==> config.mk <==
export PLATFORM = sky130hd
export DESIGN_NAME = async_frame_tx
export DESIGN_NICKNAME = d
export VERILOG_FILES = /design/src/rtl/aftx_pkg.sv /design/src/rtl/aftx_frame_build.sv /design/src/rtl/aftx_shifter.sv /design/src/rtl/async_frame_tx.sv
export SDC_FILE = /design/constraint.sdc
export NUM_CORES = 1
export LEC_CHECK = 0
export ABC_AREA = 1
export BUFFER_PORTS_ARGS = -buffer_cell sky130_fd_sc_hd__buf_2
export CORE_ASPECT_RATIO = 0.6
export CORE_MARGIN = 2
export CORE_UTILIZATION = 55
export DETAILED_ROUTE_END_ITERATION = 7
export GPL_TIMING_DRIVEN = 0
export HOLD_SLACK_MARGIN = 0.08
export PLACE_DENSITY = 0.88
export RECOVER_POWER = 25
export SYNTH_ARGS = -nofsm -noshare
export SYNTH_HDL_FRONTEND = slang
export SYNTH_HIERARCHICAL = 1
export SYNTH_SLANG_ARGS = --single-unit
==> constraint.sdc <==
create_clock -name clk -period 2.1 [get_ports clk]
set_input_delay 0.21 -clock clk [delete_from_list [all_inputs] [get_ports clk]]
set_output_delay 0.21 -clock clk [all_outputs]
set_load 0.1 [all_outputs]
==> src/rtl/aftx_pkg.sv <==
package aftx_pkg;
   typedef struct packed {
      logic len_short;
      logic par_en;
      logic par_odd;
      logic stop_two;
      logic mp_en;
   } aftx_mode_t;
endpackage

==> src/rtl/aftx_frame_build.sv <==
module aftx_frame_build
   import aftx_pkg::*;
#(
   parameter int DATA_W  = 8,
   parameter int SHORT_W = 7,
   parameter int FRAME_W = DATA_W + 4,
   parameter int CNT_W   = $clog2(FRAME_W + 1)
) (
   input  logic [DATA_W-1:0]  data,
   input  aftx_mode_t         mode,
   input  logic               flag,
   output logic [FRAME_W-1:0] frame,
   output logic [CNT_W-1:0]   nbits
);
   logic [DATA_W-1:0] keep;
   logic [DATA_W-1:0] sent;
   logic [CNT_W-1:0]  dlen;
   logic              extra_en;
   logic              extra_bit;
   logic              par_bit;

   // which data bits take part in the frame
   for (genvar g = 0; g < DATA_W; g++) begin : g_keep
      if (g < SHORT_W) begin : g_always
         assign keep[g] = 1'b1;
      end else begin : g_long_only
         assign keep[g] = ~mode.len_short;
      end
   end

   assign sent      = data & keep;
   assign dlen      = mode.len_short ? CNT_W'(SHORT_W) : CNT_W'(DATA_W);
   assign par_bit   = (^sent) ^ mode.par_odd;
   assign extra_en  = mode.mp_en | mode.par_en;
   assign extra_bit = mode.mp_en ? flag : par_bit;

   always_comb begin
      frame    = '1;
      frame[0] = 1'b0;
      for (int i = 0; i < DATA_W; i++) begin
         if (keep[i]) frame[1+i] = data[i];
      end
      if (extra_en) frame[dlen + CNT_W'(1)] = extra_bit;
      nbits = CNT_W'(1) + dlen + CNT_W'(extra_en) + (mode.stop_two ? CNT_W'(2) : CNT_W'(1));
   end
endmodule

==> src/rtl/aftx_shifter.sv <==
module aftx_shifter #(
   parameter int FRAME_W = 12,
   parameter int CNT_W   = $clog2(FRAME_W + 1)
) (
   input  logic               clk,
   input  logic               rst_n,
   input  logic               tick,
   input  logic               load,
   input  logic [FRAME_W-1:0] frame,
   input  logic [CNT_W-1:0]   nbits,
   output logic               line,
   output logic               busy,
   output logic               last
);
   logic [FRAME_W-1:0] sh_q;
   logic [CNT_W-1:0]   rem_q;
   logic               busy_q;

   always_ff @(posedge clk or negedge rst_n) begin
      if (!rst_n) begin
         sh_q   <= '1;
         rem_q  <= '0;
         busy_q <= 1'b0;
      end else if (tick) begin
         if (load) begin
            sh_q   <= frame;
            rem_q  <= nbits;
            busy_q <= 1'b1;
         end else if (busy_q) begin
            if (rem_q == CNT_W'(1)) begin
               sh_q   <= '1;
               rem_q  <= '0;
               busy_q <= 1'b0;
            end else begin
               sh_q  <= {1'b1, sh_q[FRAME_W-1:1]};
               rem_q <= rem_q - CNT_W'(1);
            end
         end
      end
   end

   assign line = busy_q ? sh_q[0] : 1'b1;
   assign busy = busy_q;
   assign last = busy_q && (rem_q == CNT_W'(1));
endmodule

==> src/rtl/async_frame_tx.sv <==
module async_frame_tx
   import aftx_pkg::*;
#(
   parameter int DATA_W  = 8,
   parameter int SHORT_W = 7
) (
   input  logic              clk,
   input  logic              rst_n,
   input  logic              bit_tick,
   input  logic [DATA_W-1:0] in_data,
   input  logic              in_valid,
   output logic              in_ready,
   input  logic              mode_len7,
   input  logic              mode_par_en,
   input  logic              mode_par_odd,
   input  logic              mode_stop2,
   input  logic              mode_mp_en,
   input  logic              mp_flag,
   output logic              tx_line,
   output logic              tx_busy
);
   localparam int FRAME_W = DATA_W + 4;
   localparam int CNT_W   = $clog2(FRAME_W + 1);

   if (SHORT_W < 1 || SHORT_W >= DATA_W) begin : g_bad_short
      $error("async_frame_tx: SHORT_W must lie in 1..DATA_W-1");
   end

   aftx_mode_t         mode;
   logic [FRAME_W-1:0] frame;
   logic [CNT_W-1:0]   nbits;
   logic               busy;
   logic               last;
   logic               accept;

   assign mode = '{len_short: mode_len7, par_en: mode_par_en, par_odd: mode_par_odd,
                   stop_two: mode_stop2, mp_en: mode_mp_en};

   aftx_frame_build #(.DATA_W(DATA_W), .SHORT_W(SHORT_W), .FRAME_W(FRAME_W), .CNT_W(CNT_W)) u_build (
      .data (in_data),
      .mode (mode),
      .flag (mp_flag),
      .frame(frame),
      .nbits(nbits)
   );

   assign in_ready = !busy || last;
   assign accept   = in_valid && in_ready && bit_tick;

   aftx_shifter #(.FRAME_W(FRAME_W), .CNT_W(CNT_W)) u_shift (
      .clk  (clk),
      .rst_n(rst_n),
      .tick (bit_tick),
      .load (accept),
      .frame(frame),
      .nbits(nbits),
      .line (tx_line),
      .busy (busy),
      .last (last)
   );

   assign tx_busy = busy;
endmodule

==> impl_metrics.py <==
metrics = {
    "cts": {
        "clk_latency_ns": 0.25,
        "cts-htree-levels": 1,
        "cts_made_buffers": 3,
        "clockBufferDepth": 2,
        "clk_pin_slew_ns": 0.07,
        "post_cts_buffers": 0,
        "cts-root-buf": "clkbuf_8",
        "cts_tree": "built",
        "clock-sinks": 17,
    },
    "worst_hold_path": {
        "hold_class": "in2reg",
    },
    "synthesis": {
        "yosysWarnings": 6,
        "syn_inst": 176,
        "synth_area_sq_um": 1290,
        "seq_area_frac_synth": 0.340,
        "syn-mean-instance-area_sq_um": 7.35,
        "ys_types": 29,
        "ys_seq_elements": 17,
    },
    "critical_path": {
        "critical_path_required_ns": 1.89,
        "cp.arrival_ns": 1.66,
        "crit_fanout": 3,
        "crit_type": "reg2out",
        "r2r_setup_slack_ns": 0.29,
        "crit_path_start_kind": "register",
        "endpoint_kind": "output pin",
    },
    "sta": {
        "relSlewSlack": 0.372,
        "fin_setup_tns_ns": 0,
        "hold_viol": 0,
        "fmax_mhz": 535,
        "fin_crit_ns": 1.87,
        "rsz0062_at_grt": "false",
        "period_share": 0.889,
        "final.setup_skew_ns": 0.00236,
        "setup_viol": 0,
        "worst_pin_slew_ns": 0.942,
        "maxSlewViolCount": 0,
    },
    "place": {
        "numPortBuffers": 20,
        "gp_congestion": 0.743,
        "place_hpwl_mm": 2.15,
        "placed_area_sq_um": 1440,
    },
    "floorplanning": {
        "initial_core_util": 0.589,
        "core.rowCount": 13,
        "chipHeight_um": 41.6,
        "core_region_area_sq_um": 2200,
        "dieArea_sq_um": 2770,
        "io_pins": 21,
        "die_w_um": 66.6,
    },
    "grt": {
        "grt_pass1_vias": 1087,
        "grt_pass1_wl_mm": 4.53,
        "overflow": 0,
        "grt_max_degree": 18,
        "grt.total_usage": 0.212,
        "antenna_found_initial": 0,
    },
    "finish": {
        "drive_above_1_share": 0.360,
        "register_area_sq_um": 442,
        "mostFrequentLayoutCell": "nand2_1",
        "num-fill-cells": 184,
        "stdcell_area_sq_um": 1500,
        "syn_to_final_growth_pct": 16.1,
        "layout.nets": 226,
        "mostFrequentLayoutCells": "46 x nand2_1, 20 x buf_2, 19 x inv_1",
        "multi_input_area_sq_um": 653,
        "n_antenna_cell": 0,
    },
    "route": {
        "antenna_left": 0,
        "viasPerCell": 4.91,
        "drt_iter0_markers": 52,
        "wire_per_inst_um": 11.7,
        "vias": 1145,
        "first_pass_iters": 4,
        "routed_wl_mm": 2.74,
        "drc": 0,
    },
    "power_and_ir_drop": {
        "power.density_nw_per_um2": 1300,
        "power.static_leakage_nw": 0.764,
        "irDropWorstVdd_v": 0.000733,
    },
    "outcome": {
        "status": "finished, final reports clean",
    },
    "flow_run": {
        "drv_cap": 0,
    },
}
## path summary, 6_finish.rpt
kind | start | to | cells past startpoint
hold / removal | bit_tick | u_shift/busy$_DFFE_PN0P_ | 3
setup / recovery | u_shift/rem_q[1]$_DFFE_PN0P_ | in_ready | 7
min in group asynchronous | rst_n | u_shift/rem_q[1]$_DFFE_PN0P_ | 2
hold reg to reg | u_shift/sh_q[7]$_DFFE_PN1P_ | u_shift/sh_q[7]$_DFFE_PN1P_ | 2
setup reg to reg | u_shift/rem_q[1]$_DFFE_PN0P_ | u_shift/sh_q[1]$_DFFE_PN1P_ | 11
max in group asynchronous | rst_n | u_shift/busy$_DFFE_PN0P_ | 2
## Yosys cell counts, drive strengths merged
cell type / instances / area share
inv: 23 / 0.069
fa: 1 / 0.015
a21oi: 5 / 0.028
o21ai: 26 / 0.13
or2: 1 / 0.0048
clkbuf: 1 / 0.0029
o22a: 1 / 0.0068
dfstp: 12 / 0.24
nand2: 51 / 0.16
buf: 14 / 0.095
dfrtp: 5 / 0.097
o211ai: 1 / 0.0097
nor2: 18 / 0.056
conb: 2 / 0.0058
nand3: 11 / 0.046
xor2: 1 / 0.0068
ha: 3 / 0.029
## timing repair
| item | CTS | global route |
|---|---|---|
| resized for setup | 0 | 1 |
| setup endpoints to repair | 0 | 14 |
| hold endpoints to repair | 5 | 0 |
| hold buffers | 1 | 0 |
## where the power goes
part	internal, mW	switching (mW)
sequential	0.549	0.122
combinational	0.340	0.688
clock	0.135	0.113
## routing by layer
metal | track usage | vias up | wire (um) | share of wire
li1 | - | 591 | - | -
met1 | 0.276 | 518 | 1230 | 0.45
met2 | 0.364 | 36 | 1320 | 0.48
met3 | 0.0569 | 0 | 183 | 0.067
met4 | 0.0245 | 0 | 0 | 0
met5 | 0 | - | 0 | 0
## worst max-delay path: stages (launching register included)
cell and delay (ns):
dfrtp_1 0.38, inv_1 0.10, ha_1 0.19, nand2_1 0.09, nor2_1 0.09, inv_1 0.08, nand2_1 0.06, buf_2 0.42
## cells by family after synthesis
logic type | count (synthesis) | share of synthesized area
buffers and inverters | 38 | 0.166
XOR/XNOR | 1 | 0.00677
AND/OR/NAND/NOR | 81 | 0.265
adder cells (fa/ha/maj) | 4 | 0.0445
flip-flops | 17 | 0.340
other | 2 | 0.00580
AO/OA/AOI/OAI | 33 | 0.171
## flip-flops by register name, indices dropped and copies added, names as in the netlist
signal         flops
u_shift/rem_q      4
u_shift/sh_q      12
u_shift/busy       1
## stage by stage
step	cells	hold WS, ns	utilization	power, mW	setup slack (ns)
after detailed placement	228	0.155	0.656	1.69	0.184
after CTS	233	0.271	0.681	1.94	0.171
final	233	0.274	0.684	1.95	0.232
after floorplan	178	-0.0856	-	1.48	0.231
after global placement	228	0.140	0.656	1.64	0.226
after global routing	233	0.276	0.684	2.08	0.0720
## layout make-up
| type | count | share of cell area |
|---|---|---|
| Multi-Input combinational cell | 123 | 0.435 |
| Sequential cell | 17 | 0.294 |
| Timing Repair Buffer | 21 | 0.0725 |
| Clock buffer | 4 | 0.0300 |
| Buffer | 15 | 0.0842 |
| Tap cell | 30 | 0.0250 |
| Inverter | 23 | 0.0592 |
(Power assumes the default switching activity.)
